==> src/rtl/svc_wdg_pkg.sv <==
package svc_wdg_pkg;
  localparam int unsigned KEY_W = 16;
  localparam logic [KEY_W-1:0] KEY_FIRST  = 16'h556C;
  localparam logic [KEY_W-1:0] KEY_SECOND = 16'hAA39;
endpackage

==> src/rtl/svc_wdg_keymatch.sv <==
module svc_wdg_keymatch
  import svc_wdg_pkg::*;
#(
  parameter int unsigned DATA_W = 16
) (
  input  logic              clk,
  input  logic              rst_n,
  input  logic              wr_svc,
  input  logic [DATA_W-1:0] wdata,
  output logic              svc_fire
);
  logic armed_q, armed_d;
  logic is_first, is_second;

  assign is_first  = (wdata[KEY_W-1:0] == KEY_FIRST)  && (wdata[DATA_W-1:KEY_W-1] == '0 || DATA_W == KEY_W);
  assign is_second = (wdata[KEY_W-1:0] == KEY_SECOND) && (wdata[DATA_W-1:KEY_W-1] == '0 || DATA_W == KEY_W);

  always_comb begin
    armed_d = armed_q;
    if (wr_svc) begin
      armed_d = is_first;
    end
  end

  assign svc_fire = wr_svc && is_second && armed_q;

  always_ff @(posedge clk or negedge rst_n) begin
    if (!rst_n) armed_q <= 1'b0;
    else        armed_q <= armed_d;
  end

  AST_ARM_ON_FIRST: assert property (@(posedge clk) disable iff (!rst_n)
    (wr_svc && is_first) |=> armed_q);
  AST_DISARM_ON_OTHER: assert property (@(posedge clk) disable iff (!rst_n)
    (wr_svc && !is_first) |=> !armed_q);
  AST_ARM_KEPT_ELSEWHERE: assert property (@(posedge clk) disable iff (!rst_n)
    !wr_svc |=> $stable(armed_q));
endmodule

==> src/rtl/svc_wdg_counter.sv <==
module svc_wdg_counter #(
  parameter int unsigned CNT_W = 8
) (
  input  logic             clk,
  input  logic             rst_n,
  input  logic             tick_en,
  input  logic             svc_fire,
  input  logic [CNT_W-1:0] reload_val,
  output logic             timeout_o
);
  logic [CNT_W-1:0] count_q, count_d;
  logic             tmo_q, tmo_d;
  logic             at_zero;

  assign at_zero = (count_q == '0);

  always_comb begin
    count_d = count_q;
    tmo_d   = 1'b0;
    if (svc_fire) begin
      count_d = reload_val;
    end else if (tick_en) begin
      if (at_zero) begin
        count_d = reload_val;
        tmo_d   = 1'b1;
      end else begin
        count_d = count_q - 1'b1;
      end
    end
  end

  always_ff @(posedge clk or negedge rst_n) begin
    if (!rst_n) begin
      count_q <= '1;
      tmo_q   <= 1'b0;
    end else begin
      count_q <= count_d;
      tmo_q   <= tmo_d;
    end
  end

  assign timeout_o = tmo_q;

  AST_LOAD_ON_SERVICE: assert property (@(posedge clk) disable iff (!rst_n)
    svc_fire |=> (count_q == $past(reload_val)));
  AST_STEP_DOWN: assert property (@(posedge clk) disable iff (!rst_n)
    (tick_en && !svc_fire && count_q != '0) |=> (count_q == CNT_W'($past(count_q) - 1'b1)));
  AST_HOLD_IDLE: assert property (@(posedge clk) disable iff (!rst_n)
    (!tick_en && !svc_fire) |=> $stable(count_q));
  AST_TIMEOUT_CAUSE: assert property (@(posedge clk) disable iff (!rst_n)
    timeout_o |-> ($past(tick_en) && !$past(svc_fire) && $past(count_q) == '0));
  AST_NO_TIMEOUT_ON_SERVICE: assert property (@(posedge clk) disable iff (!rst_n)
    svc_fire |=> !timeout_o);
endmodule

==> src/rtl/svc_wdg_top.sv <==
module svc_wdg_top #(
  parameter int unsigned          ADDR_W   = 20,
  parameter int unsigned          DATA_W   = 16,
  parameter int unsigned          CNT_W    = 8,
  parameter logic [ADDR_W-1:0]    SVC_ADDR = 20'h1000E,
  parameter logic [ADDR_W-1:0]    RLD_ADDR = 20'h10010
) (
  input  logic              clk,
  input  logic              rst_n,
  input  logic [ADDR_W-1:0] bus_addr,
  input  logic [DATA_W-1:0] bus_wdata,
  input  logic              bus_we,
  output logic [DATA_W-1:0] bus_rdata,
  input  logic              tick_en,
  output logic              timeout_o
);
  localparam int unsigned SYNC_STAGES = 2;

  logic [SYNC_STAGES-1:0] rst_sync_q;
  logic                   rst_int_n;
  logic                   wr_svc, wr_rld, svc_fire;
  logic [CNT_W-1:0]       reload_q, reload_d;

  always_ff @(posedge clk or negedge rst_n) begin
    if (!rst_n) rst_sync_q <= '0;
    else        rst_sync_q <= {rst_sync_q[SYNC_STAGES-2:0], 1'b1};
  end
  assign rst_int_n = rst_sync_q[SYNC_STAGES-1];

  assign wr_svc = bus_we && (bus_addr == SVC_ADDR);
  assign wr_rld = bus_we && (bus_addr == RLD_ADDR);

  always_comb begin
    reload_d = reload_q;
    if (wr_rld) reload_d = bus_wdata[CNT_W-1:0];
  end

  always_ff @(posedge clk or negedge rst_int_n) begin
    if (!rst_int_n) reload_q <= '1;
    else            reload_q <= reload_d;
  end

  always_comb begin
    bus_rdata = '0;
    if (bus_addr == RLD_ADDR) bus_rdata = DATA_W'(reload_q);
  end

  svc_wdg_keymatch #(.DATA_W(DATA_W)) u_keys (
    .clk      (clk),
    .rst_n    (rst_int_n),
    .wr_svc   (wr_svc),
    .wdata    (bus_wdata),
    .svc_fire (svc_fire)
  );

  svc_wdg_counter #(.CNT_W(CNT_W)) u_cnt (
    .clk        (clk),
    .rst_n      (rst_int_n),
    .tick_en    (tick_en),
    .svc_fire   (svc_fire),
    .reload_val (reload_q),
    .timeout_o  (timeout_o)
  );

  AST_SVC_READS_ZERO: assert property (@(posedge clk) disable iff (!rst_int_n)
    (bus_addr == SVC_ADDR) |-> (bus_rdata == '0));
endmodule

==> config.mk <==
export PLATFORM = sky130hd
export DESIGN_NAME = svc_wdg_top
export DESIGN_NICKNAME = d
export VERILOG_FILES = /design/src/rtl/svc_wdg_pkg.sv /design/src/rtl/svc_wdg_keymatch.sv /design/src/rtl/svc_wdg_counter.sv /design/src/rtl/svc_wdg_top.sv
export SDC_FILE = /design/constraint.sdc
export NUM_CORES = 1
export LEC_CHECK = 0
export CAP_MARGIN = 20
export CORE_MARGIN = 3
export CORE_UTILIZATION = 40
export CTS_CLUSTER_SIZE = 14
export DETAILED_ROUTE_END_ITERATION = 10
export DONT_BUFFER_PORTS = 1
export GPL_ROUTABILITY_DRIVEN = 0
export PLACE_DENSITY = 0.5
export SLEW_MARGIN = 5
export SYNTH_ARGS = -nofsm -noshare
export SYNTH_HDL_FRONTEND = slang
export SYNTH_SLANG_ARGS = --single-unit
==> constraint.sdc <==
create_clock -name clk -period 3.7 [get_ports clk]
set_input_delay 0.37 -clock clk [delete_from_list [all_inputs] [get_ports clk]]
set_output_delay 0.37 -clock clk [all_outputs]
set_load 0.05 [all_outputs]
==> out/results.env, run 1 <==
STATUS='completed'
PLACEMENT.CELL_AREA_UM2=1330
CLOCK_SINKS=20
DETAIL_ROUTE.ITER0.VIOLATIONS=92
DETAILROUTE.VIA_COUNT=937
POWER.LEAKAGE_nW=0.508
CRITPATHLAUNCHTYPE='input port'
POSTCTSSETUPBUFFERS=0
CRITPATHSLOWESTCELL='sky130_fd_sc_hd__and2_1'
AREA.GROWTH.SYNTH_TO_FINAL_PCT=4.12
CLOCK_SKEW_NS=0.00104
HIGHEST_CLOCK_RATE_MHz=441
CORE.ROWCOUNT=20
SYNTH_CELL_TYPES=40
SYNTH.FF_LATCH_COUNT=20
POST-ROUTE-WORST-SETUP-SLACK_NS=1.43
CRITICAL_PATH_PEAK_FANOUT=9
SYNTH_TOP_FAMILY_BY_AREA='simple AND/OR/NAND/NOR gates'
CP_CELL_SEQUENCE='nor4b_2 -> nand4_2 -> nor4_4 -> and2_1'
CLK-INSERTION-DELAY-LATE_NS=0.29
HOLD_PATH.CLASS='in2reg'
YOSYS.CELL_COUNT.TOP_TYPE='sky130_fd_sc_hd__dfstp_2'
YOSYS.AREA.TOP_TYPE='sky130_fd_sc_hd__dfstp_2'
GR-TOTAL-OVERFLOW=0
ROUTE.DETAILED.VIAS_PER_INST=5.51
SYNTH-SIMPLE-AREA-SHARE=0.322
WHS_NS=0.224
DIE_AREA_UM2=3990
ANTENNA_CELLS_INSERTED=0
SYNTH_ASYNC_SR_FLOP_SHARE=1.00
RATIO_OF_FINAL_MINIMUM_PERIOD_TO_CLOCK_PERIOD=0.613
ANTENNA_FOUND_INITIAL=0
NUMBER_OF_REMAINING_DRC_ERRORS=0
INITIAL_CORE_UTIL=0.425
CLK_TRANSITION_REPORTED_PATHS_NS=0.11
POST_SYNTHESIS_CELL_AREA_UM2=1310
PLACEDCELLCOUNT=166
SETUP-VIOLATIONS-FINAL=0
POWER.TOTAL_uW=615
CRITPATHMAXSTAGEDELAY_NS=0.53
HOLD_START='bus_wdata[3]'
SYNTH_ENABLE_FLOP_CELLS=0
FINAL_CELLS=170
ROUTED_WIRE_LENGTH_PER_INSTANCE_UM=16.4
DP_WORST_SETUP_SLACK_NS=1.43
PATH_CLASS='in2out'
POST_ROUTE_CELLS_DRIVE_ABOVE_1_SHARE=0.341
SYN-MEAN-INSTANCE-AREA_UM2=10.6
MAX_CAPACITANCE_VIOLATION_COUNT=0
WIRELENGTH_UM=2790
WORST_VDD_RAIL_IR_DROP_uV=188
PWR_DENSITY_CELL_nW_PER_UM2=452
POST_SYNTH_INST_COUNT=123
YS_TOP_CELLS_BY_AREA='sky130_fd_sc_hd__dfstp_2 32%, sky130_fd_sc_hd__mux2_2 7.8%, sky130_fd_sc_hd__dfrtp_1 7.7%'
MUXSHAREOFSYNTHAREA=0.0852
MIN_PATH_CELLS=1
CLOCKROOTBUFFER='sky130_fd_sc_hd__clkbuf_4'
SYNTH_SEQUENTIAL_AREA_RATIO=0.398
REG2REG_SETUP_SLACK_NS=1.72
POSTLAYOUTCOREUTIL=0.442
FINAL-HOLD-VIOLATION-COUNT=0
CRIT_PATH_END_KIND='primary output'
SYNTH_COMPOUND_AREA_FRAC=0.116
WORST_MARGIN_PIN_SLEW_NS=0.721
IOPINCOUNT=57
R2R-START='u_cnt.count_q[0]$_DFFE_PN1P_'
TIMING.CRITICAL_PATH.BUF_INV=0
NUMPORTBUFFERS=0
CTS_BUFFER_DEPTH=2
SYNTH_LARGEST_TYPE_AREA_FRACTION=0.322
YS.WARNINGS.COUNT=0
GRT_START_MAX_NET_PINS=19
TOTAL_CLOCK_BUFFERS_CREATED_BY_CTS=3
GRT_SETUP_UNREPAIRED='no'
H-TREE-DEPTH=1
WORST_HOLD_PATH.ENDPOINT='reload_q[3]$_DFFE_PN1P_'
HPWLAFTERDP_UM=2250
SYNTHADDERAREAFRAC=0.0191
FINALCRITICALPERIOD_NS=2.27
DESIGN.FINAL.NETS=170
WORST_SLEW_MARGIN_REL=0.519
DIEWIDTH_UM=63.2
TRACK_USAGE=0.143
WIRE_LENGTH_OF_THE_FIRST_GLOBAL_ROUTING_PASS_UM=4580
STDCELL_AREA_UM2=1360
CP_DATA_ARRIVAL_TIME_NS=1.90
REPORT.FINAL.SLEW_VIOL_COUNT=0
YS_DOMINANT_REG_CELL='sky130_fd_sc_hd__dfstp_2'
VIAS_IN_THE_FIRST_GLOBAL_ROUTE=950
FLOORPLAN.CORE_AREA_UM2=3080
TRITONCTS='done'
REG2REG_TO='u_cnt.count_q[3]$_DFFE_PN1P_'
SYNTH.CELLS.MOST_FREQUENT='16 x sky130_fd_sc_hd__dfstp_2, 10 x sky130_fd_sc_hd__o21ai_0, 9 x sky130_fd_sc_hd__and2_1, 9 x sky130_fd_sc_hd__mux2_2'
CRIT_FAMILY='simple AND/OR/NAND/NOR gates'
FF2FF_PATH_DEPTH=7
ANTENNA_VIOLATING_NETS_POST_ROUTE=0
YOSYS.AREA_SHARE.XOR_XNOR=0
CRITPATHREQUIREDTIME_NS=3.33
DIE_Y_UM=63.2
DR.PASS1.ITERS=4
FIN_TNS_SETUP_NS=0
CRIT_CELLS=4
-- worst max-delay path by stage --
stage	slack [ns]	endpoint	start
6_report	1.43	bus_rdata[3]	bus_addr[14]
5_1_grt	1.31	bus_rdata[0]	bus_addr[14]
4_1_cts	1.43	bus_rdata[3]	bus_addr[14]
3_5_place_dp	1.43	bus_rdata[3]	bus_addr[14]
3_3_place_gp	1.50	bus_rdata[6]	bus_addr[6]
2_1_floorplan	1.66	bus_rdata[0]	bus_addr[14]
-- placed cells by master, fill, tap and decap left out, drive strengths merged, types with 2 or more instances in the layout --
cell type / n
inv: 3
nand2: 9
dfrtp: 4
a21oi: 3
o22a: 4
nor4bb: 2
nor2: 3
mux2: 9
clkbuf: 3
a31oi: 2
nor2b: 3
or2: 2
nand3: 2
nand2b: 3
conb: 9
and2: 9
nor4b: 4
ha: 2
o21ai: 10
dfstp: 16
nor4: 9
nand4: 3
-- sequential cells by signal, summed over array words and instances, names as in the netlist --
register	cells
u_keys.armed_q	1
rst_sync_q	2
reload_q	8
u_cnt.count_q	8
u_cnt.timeout_o	1
-- metal layers --
metal / routed length (um) / track usage / share of wire / vias to the layer above
met5: 0 / 0 / 0 / -
met2: 1320 / 0.223 / 0.47 / 36
met4: 23 / 0.0404 / 0.0083 / 0
met3: 191 / 0.0392 / 0.069 / 2
li1: - / - / - / 452
met1: 1250 / 0.196 / 0.45 / 447
-- layout make-up --
class	count	area [um^2]
Clock buffer	3	22.5
Timing Repair Buffer	1	10.0
Tap cell	44	55.1
Inverter	3	11.3
Multi-Input combinational cell	99	742
Fill cell	306	1720
Sequential cell	20	520
-- kinds of logic after synthesis --
logic type      after synthesis
buf+inv                      11
compound gates               23
fa+ha+maj                     2
other cells                   2
flops                        20
mux                          10
simple gates                 55
-- power breakdown --
| part | switching [mW] | leakage (nW) | internal, mW |
|---|---|---|---|
| logic | 0.0934 | 0.277 | 0.0824 |
| clock network | 0.0617 | 0.0138 | 0.0378 |
| registers | 0.0504 | 0.218 | 0.290 |
| total | 0.205 | 0.508 | 0.410 |
-- repair_timing --
item | in CTS | in global routing
endpoints found under the setup margin | 0 | 0
gates resized for setup | 0 | 0
hold buffers | 1 | 0
endpoints found under the hold margin | 2 | 0
Note: power is estimated with default switching activity, not from simulation.
==> inputs of run 2 (changes only) <==
PLACE_DENSITY = 0.52   (was 0.5)
clock period = 2.08 ns   (was 3.7 ns; I/O delays follow)
==> out/results.env, run 2 (synthesis results as in run 1) <==
STATUS='completed'
VIAS_IN_THE_FIRST_GLOBAL_ROUTE=999  # +5.2%
CRITPATHREQUIREDTIME_NS=2.31  # -1.02 ns
CP_DATA_ARRIVAL_TIME_NS=2.06  # +0.16 ns
LAYOUT_COMMONEST_CELL='sky130_fd_sc_hd__dfstp_2'
HPWLAFTERDP_UM=2270  # +1.2%
WORST_MARGIN_PIN_SLEW_NS=0.692  # -0.0293 ns
NUMPORTBUFFERS=0  # unchanged
DETAIL_ROUTE.ITER0.VIOLATIONS=63  # -32%
STDCELL_AREA_UM2=1440  # +6.0%
TOP_REGS='reload_q: 8 flops, u_cnt.count_q: 8 flops, rst_sync_q: 2 flops'
DIE_Y_UM=63.2  # unchanged
CLOCK_SKEW_NS=0.00711  # +0.00607 ns
CRITICAL_PATH_PEAK_FANOUT=6  # -3
ANTENNA_VIOLATING_NETS_POST_ROUTE=0  # unchanged
R2R-START='u_cnt.count_q[0]$_DFFE_PN1P_'
POWER.SWITCHING_uW=369  # +79%
LAYOUT_COMMON_CELLS='16 x sky130_fd_sc_hd__dfstp_2, 10 x sky130_fd_sc_hd__o21ai_0'
WORST_VDD_RAIL_IR_DROP_uV=274  # +46%
ANTENNA_FOUND_INITIAL=0  # unchanged
ROUTE.DETAILED.VIAS_PER_INST=5.47  # -0.82%
FINALCRITICALPERIOD_NS=1.83
PATH_CLASS='reg2reg'
AREA.GROWTH.SYNTH_TO_FINAL_PCT=10.3
TRACK_USAGE=0.135  # -0.00823
CTS_BUFFER_DEPTH=2  # unchanged
H-TREE-DEPTH=1  # unchanged
PWR_DENSITY_CELL_nW_PER_UM2=788  # +74%
ANTENNA_CELLS_INSERTED=0  # unchanged
REG2REG_TO='u_cnt.count_q[3]$_DFFE_PN1P_'
WHS_NS=0.0530  # -0.171 ns
CRITPATHLAUNCHTYPE='flop'
HOLD_PATH.CLASS='in2reg'
PLACEMENT.CELL_AREA_UM2=1400  # +5.1%
CRITPATHMAXSTAGEDELAY_NS=0.46  # -0.07 ns
POSTCTSSETUPBUFFERS=0  # unchanged
CORE.ROWCOUNT=20  # unchanged
WIRE_LENGTH_OF_THE_FIRST_GLOBAL_ROUTING_PASS_UM=4350  # -5.1%
CRITPATHSLOWESTCELL='sky130_fd_sc_hd__nor3b_1'
GR-TOTAL-OVERFLOW=0  # unchanged
PLACEDCELLCOUNT=175  # +5.4%
POWER_FRAC_SEQ=0.532  # -0.021
CLK_TRANSITION_REPORTED_PATHS_NS=0.11  # about the same
CLOCKROOTBUFFER='sky130_fd_sc_hd__clkbuf_4'
MAX_CAPACITANCE_VIOLATION_COUNT=0  # unchanged
DIEWIDTH_UM=63.2  # unchanged
P_INT_uW=768  # +87%
RATIO_OF_FINAL_MINIMUM_PERIOD_TO_CLOCK_PERIOD=0.878
TRITONCTS='done'
TOTAL_CLOCK_BUFFERS_CREATED_BY_CTS=3  # unchanged
WORST_SLEW_MARGIN_REL=0.539  # +0.0195
DIE_AREA_UM2=3990  # unchanged
CRITPATHLAUNCH='u_cnt.count_q[0]$_DFFE_PN1P_'
DESIGN.FINAL.NETS=179  # +5.3%
REG2REG_SETUP_SLACK_NS=0.25  # -1.47 ns
FINAL-HOLD-VIOLATION-COUNT=0  # unchanged
POST_ROUTE_CELLS_DRIVE_ABOVE_1_SHARE=0.390  # +0.0484
DETAILROUTE.VIA_COUNT=984  # +5.0%
HIGHEST_CLOCK_RATE_MHz=548
IOPINCOUNT=57  # unchanged
NUMBER_OF_REMAINING_DRC_ERRORS=0  # unchanged
GRT_START_MAX_NET_PINS=19  # unchanged
POWER.CLOCK.FRACTION=0.194  # +0.032
CLOCK_SINKS=20  # unchanged
SETUP-VIOLATIONS-FINAL=0  # unchanged
DR.PASS1.ITERS=4  # unchanged
WORST_SETUP_PATH_ENDPOINT='u_cnt.count_q[3]$_DFFE_PN1P_'
P_SW_FRAC=0.324  # -0.00955
CLK-INSERTION-DELAY-LATE_NS=0.30  # about the same
GRT_SETUP_UNREPAIRED='no'
REPORT.FINAL.SLEW_VIOL_COUNT=0  # unchanged
POWER_FRAC_COMB=0.274  # -0.012
CP_CELL_SEQUENCE='inv_1 -> ha_1 -> nor3b_1 -> and2_1 -> nor2_1 -> o22a_2'
ROUTED_WIRE_LENGTH_PER_INSTANCE_UM=15.2  # -7.5%
POWER.LEAKAGE_nW=0.565  # +11%
FLOORPLAN.CORE_AREA_UM2=3080  # unchanged
INITIAL_CORE_UTIL=0.425  # unchanged
CRIT_PATH_END_KIND='flop'
FF2FF_PATH_DEPTH=6  # -1
FINAL_CELLS=180  # +5.9%
WIRELENGTH_UM=2730  # -2.0%
FIN_TNS_SETUP_NS=0  # unchanged
[run 2: cell types whose count changed in the layout (fill, tap and decap cells not counted)]
cell	before	now
sky130_fd_sc_hd__buf_4	0	9
sky130_fd_sc_hd__clkbuf_8	0	1
[run 2: metal layers]
| metal | wire (um) | global-route usage | up-vias |
|---|---|---|---|
| met5 | 0 | 0 | - |
| met4 | 29 | 0.0566 | 0 |
| met3 | 225 | 0.0250 | 2 |
| met2 | 1330 | 0.229 | 51 |
| met1 | 1140 | 0.168 | 460 |
| li1 | - | - | 471 |
[run 2: final cells by class]
type / instances / area (um^2)
tap: 44 / 55.1
timing repair buffer: 10 / 77.6
multi-input combinational: 99 / 742
fill: 296 / 1640
clock buffer: 4 / 36.3
sequential: 20 / 520
inverter: 3 / 11.3
[run 2: worst max-delay path: cells and delay by family, from the launching register on]
| kind | cells | cell delay [ns] |
|---|---|---|
| adders and majority gates | 1 | 0.18 |
| and+or+nand+nor | 3 | 0.88 |
| AOI/OAI and AO/OA | 1 | 0.24 |
| buffers and inverters | 1 | 0.11 |
| DFF | 1 | 0.37 |
[run 2: power by group through the flow]
stage	logic, mW	clock network, mW	registers (mW)
4_1_cts	0.310	0.229	0.602
5_1_grt	0.347	0.243	0.615
6_report	0.311	0.220	0.605
3_5_place_dp	0.307	0	0.609
3_3_place_gp	0.307	0	0.611
2_1_floorplan	0.275	0	0.583
[run 2: worst min-delay path by stage]
stage / to / start / cells after the start
global route: reload_q[7]$_DFFE_PN1P_ / bus_wdata[7] / 1
finish: reload_q[7]$_DFFE_PN1P_ / bus_wdata[7] / 1
global placement: rst_sync_q[1]$_DFF_PN0_ / rst_n / 0
CTS: reload_q[0]$_DFFE_PN1P_ / bus_wdata[0] / 1
floorplan: rst_sync_q[0]$_DFF_PN0_ / rst_n / 0
detailed placement: rst_sync_q[1]$_DFF_PN0_ / rst_n / 0
[run 2: repair_timing]
action	in CTS	in global routing
hold endpoints to repair	2	0
resized for setup	0	0
hold buffers	1	0
[run 2: per-stage QoR]
| step | setup WS, ns | power (mW) | utilization |
|---|---|---|---|
| final | 0.254 | 1.14 | 0.469 |
| after floorplan | 0.367 | 0.859 | - |
| after global placement | 0.239 | 0.918 | 0.454 |
| after detailed placement | 0.222 | 0.916 | 0.454 |
| after CTS | 0.249 | 1.14 | 0.469 |
| after global routing | 0.0408 | 1.21 | 0.469 |
==> inputs of run 3 (changes only) <==
CORE_UTILIZATION = 50   (was 40)
PLACE_DENSITY = 0.64   (was 0.52)
==> out/results.env, run 3 (synthesis results as in run 1) <==
FIN_TNS_SETUP_NS=0  # unchanged
TOP_REGS='reload_q: 8 flops, u_cnt.count_q: 8 flops, rst_sync_q: 2 flops'
FILLER_CELL_COUNT=220  # -26%
TRITONCTS='done'
WIRE_LENGTH_OF_THE_FIRST_GLOBAL_ROUTING_PASS_UM=4720  # +8.6%
IOPINCOUNT=57  # unchanged
MULTIINPUTGATEAREA_UM2=742  # unchanged
CLK_TRANSITION_REPORTED_PATHS_NS=0.12  # about the same
DIE_Y_UM=57.1  # -9.6%
WORST_VDD_RAIL_IR_DROP_uV=765  # +180%
HIGHEST_CLOCK_RATE_MHz=541  # -1.1%
AREA.GROWTH.SYNTH_TO_FINAL_PCT=10.6
DESIGN.FINAL.NETS=180  # +0.56%
DIE_AREA_UM2=3260  # -18%
CLOCK_SKEW_NS=0.00171  # -0.00540 ns
REGISTER_AREA_UM2=520  # unchanged
HOLD_PATH.CLASS='in2reg'
CTS_BUFFER_DEPTH=2  # unchanged
TOTAL_CLOCK_BUFFERS_CREATED_BY_CTS=3  # unchanged
WORST_MARGIN_PIN_SLEW_NS=0.727  # +0.0354 ns
REG2REG_SETUP_SLACK_NS=0.23  # -0.02 ns
POST_ROUTE_CELLS_DRIVE_ABOVE_1_SHARE=0.394  # +0.00445
CP_DATA_ARRIVAL_TIME_NS=2.09  # +0.03 ns
WIRELENGTH_UM=2730  # about the same
CLK-INSERTION-DELAY-LATE_NS=0.30  # about the same
VIAS_IN_THE_FIRST_GLOBAL_ROUTE=1048  # +4.9%
HPWLAFTERDP_UM=2210  # -3.0%
FINALCRITICALPERIOD_NS=1.85  # +0.0210 ns
WHS_NS=0.0429  # -0.0101 ns
WORST_SLEW_MARGIN_REL=0.515  # -0.0236
DIEWIDTH_UM=57.1  # -9.6%
ROUTE.DETAILED.VIAS_PER_INST=6.06  # +11%
CLOCKROOTBUFFER='sky130_fd_sc_hd__clkbuf_4'
CRITICAL_PATH_PEAK_FANOUT=6  # unchanged
NUMBER_OF_REMAINING_DRC_ERRORS=0  # unchanged
LAYOUT_COMMONEST_CELL='sky130_fd_sc_hd__dfstp_2'
RATIO_OF_FINAL_MINIMUM_PERIOD_TO_CLOCK_PERIOD=0.888  # +0.0101
ROUTED_WIRE_LENGTH_PER_INSTANCE_UM=16.5  # +9.1%
GR-TOTAL-OVERFLOW=0  # unchanged
INITIAL_CORE_UTIL=0.559  # +0.134
DETAIL_ROUTE.ITER0.VIOLATIONS=71  # +13%
STATUS='completed'
CRITPATHREQUIREDTIME_NS=2.32  # about the same
PATH_CLASS='reg2reg'
FINAL-HOLD-VIOLATION-COUNT=0  # unchanged
DETAILROUTE.VIA_COUNT=1000  # +1.6%
ANTENNA_VIOLATING_NETS_POST_ROUTE=0  # unchanged
PWR_DENSITY_CELL_nW_PER_UM2=863  # +9.5%
CLOCK_SINKS=20  # unchanged
FLOORPLAN.CORE_AREA_UM2=2340  # -24%
SETUP-VIOLATIONS-FINAL=0  # unchanged
ANTENNA_CELLS_INSERTED=0  # unchanged
POSTCTSSETUPBUFFERS=0  # unchanged
ANTENNA_FOUND_INITIAL=0  # unchanged
TRACK_USAGE=0.181  # +0.0462
GRT_SETUP_UNREPAIRED='no'
LAYOUT_COMMON_CELLS='16 x sky130_fd_sc_hd__dfstp_2, 10 x sky130_fd_sc_hd__o21ai_0, 10 x sky130_fd_sc_hd__buf_4'
HOLDBUFCOUNTCTS=1  # unchanged
FINAL_CELLS=165  # -8.3%
CTS_RESIZED=0  # unchanged
NUMPORTBUFFERS=0  # unchanged
POWER.LEAKAGE_nW=0.577  # +2.2%
DR.PASS1.ITERS=4  # unchanged
PLACEDCELLCOUNT=160  # -8.6%
GRT_START_MAX_NET_PINS=19  # unchanged
POST-ROUTE-WORST-SETUP-SLACK_NS=0.233  # -0.0210 ns
MAX_CAPACITANCE_VIOLATION_COUNT=0  # unchanged
CORE.ROWCOUNT=17  # -15%
H-TREE-DEPTH=1  # unchanged
CRITPATHLAUNCHTYPE='flop'
DP_WORST_SETUP_SLACK_NS=0.246  # +0.0245 ns
REPORT.FINAL.SLEW_VIOL_COUNT=0  # unchanged
CRIT_PATH_END_KIND='flop'
run 3: cell count changes in the layout (fill, tap and decap cells not counted), sizes merged:
cell | previous run | this run
buf | 9 | 10
clkbuf | 4 | 3
bufinv | 0 | 1
run 3: final timing paths:
check / from / to / cells past startpoint
min in group asynchronous: rst_n / rst_sync_q[0]$_DFF_PN0_ / 1
hold / removal: bus_wdata[3] / reload_q[3]$_DFFE_PN1P_ / 1
setup / recovery: u_cnt.count_q[0]$_DFFE_PN1P_ / u_cnt.count_q[6]$_DFFE_PN1P_ / 8
max in group asynchronous: rst_sync_q[1]$_DFF_PN0_ / u_cnt.timeout_o$_DFF_PN0_ / 0
hold reg to reg: rst_sync_q[1]$_DFF_PN0_ / u_keys.armed_q$_DFFE_PN0P_ / 0
setup reg to reg: u_cnt.count_q[0]$_DFFE_PN1P_ / u_cnt.count_q[6]$_DFFE_PN1P_ / 8
run 3: area by class of cell:
| class | count | share of cell area |
|---|---|---|
| Multi-Input combinational cell | 99 | 0.513 |
| Sequential cell | 20 | 0.360 |
| Timing Repair Buffer | 11 | 0.0588 |
| Tap cell | 28 | 0.0242 |
| Clock inverter | 1 | 0.0208 |
| Clock buffer | 3 | 0.0156 |
| Inverter | 3 | 0.00779 |
run 3: critical path, cell delays in order, from the launching register on:
cell and delay [ns]:
sky130_fd_sc_hd__dfstp_2 0.53, sky130_fd_sc_hd__inv_1 0.07, sky130_fd_sc_hd__ha_1 0.22, sky130_fd_sc_hd__nor3b_1 0.14, sky130_fd_sc_hd__buf_4 0.15, sky130_fd_sc_hd__or2_2 0.26
sky130_fd_sc_hd__a21oi_1 0.14, sky130_fd_sc_hd__a31oi_1 0.05, sky130_fd_sc_hd__o22a_1 0.22
run 3: through the flow:
stage / cell area, um^2 / power [mW] / util
final: 1450 / 1.25 / 0.618
after global routing: 1450 / 1.34 / 0.618
after CTS: 1450 / 1.25 / 0.618
after detailed placement: 1380 / 0.925 / 0.591
after global placement: 1380 / 0.914 / 0.591
after floorplan: 1330 / 0.859 / -
run 3: where the power goes:
part           switching, mW  internal (mW)
combinational          0.165          0.152
clock                  0.125          0.195
sequential            0.0949          0.516
total                  0.385          0.862
run 3: layer usage:
layer	vias to the layer above	global-route usage	part of all wire
li1	476	-	-
met1	473	0.233	0.42
met3	5	0.0633	0.085
met4	0	0.0497	0.0088
met5	-	0	0
met2	46	0.290	0.48
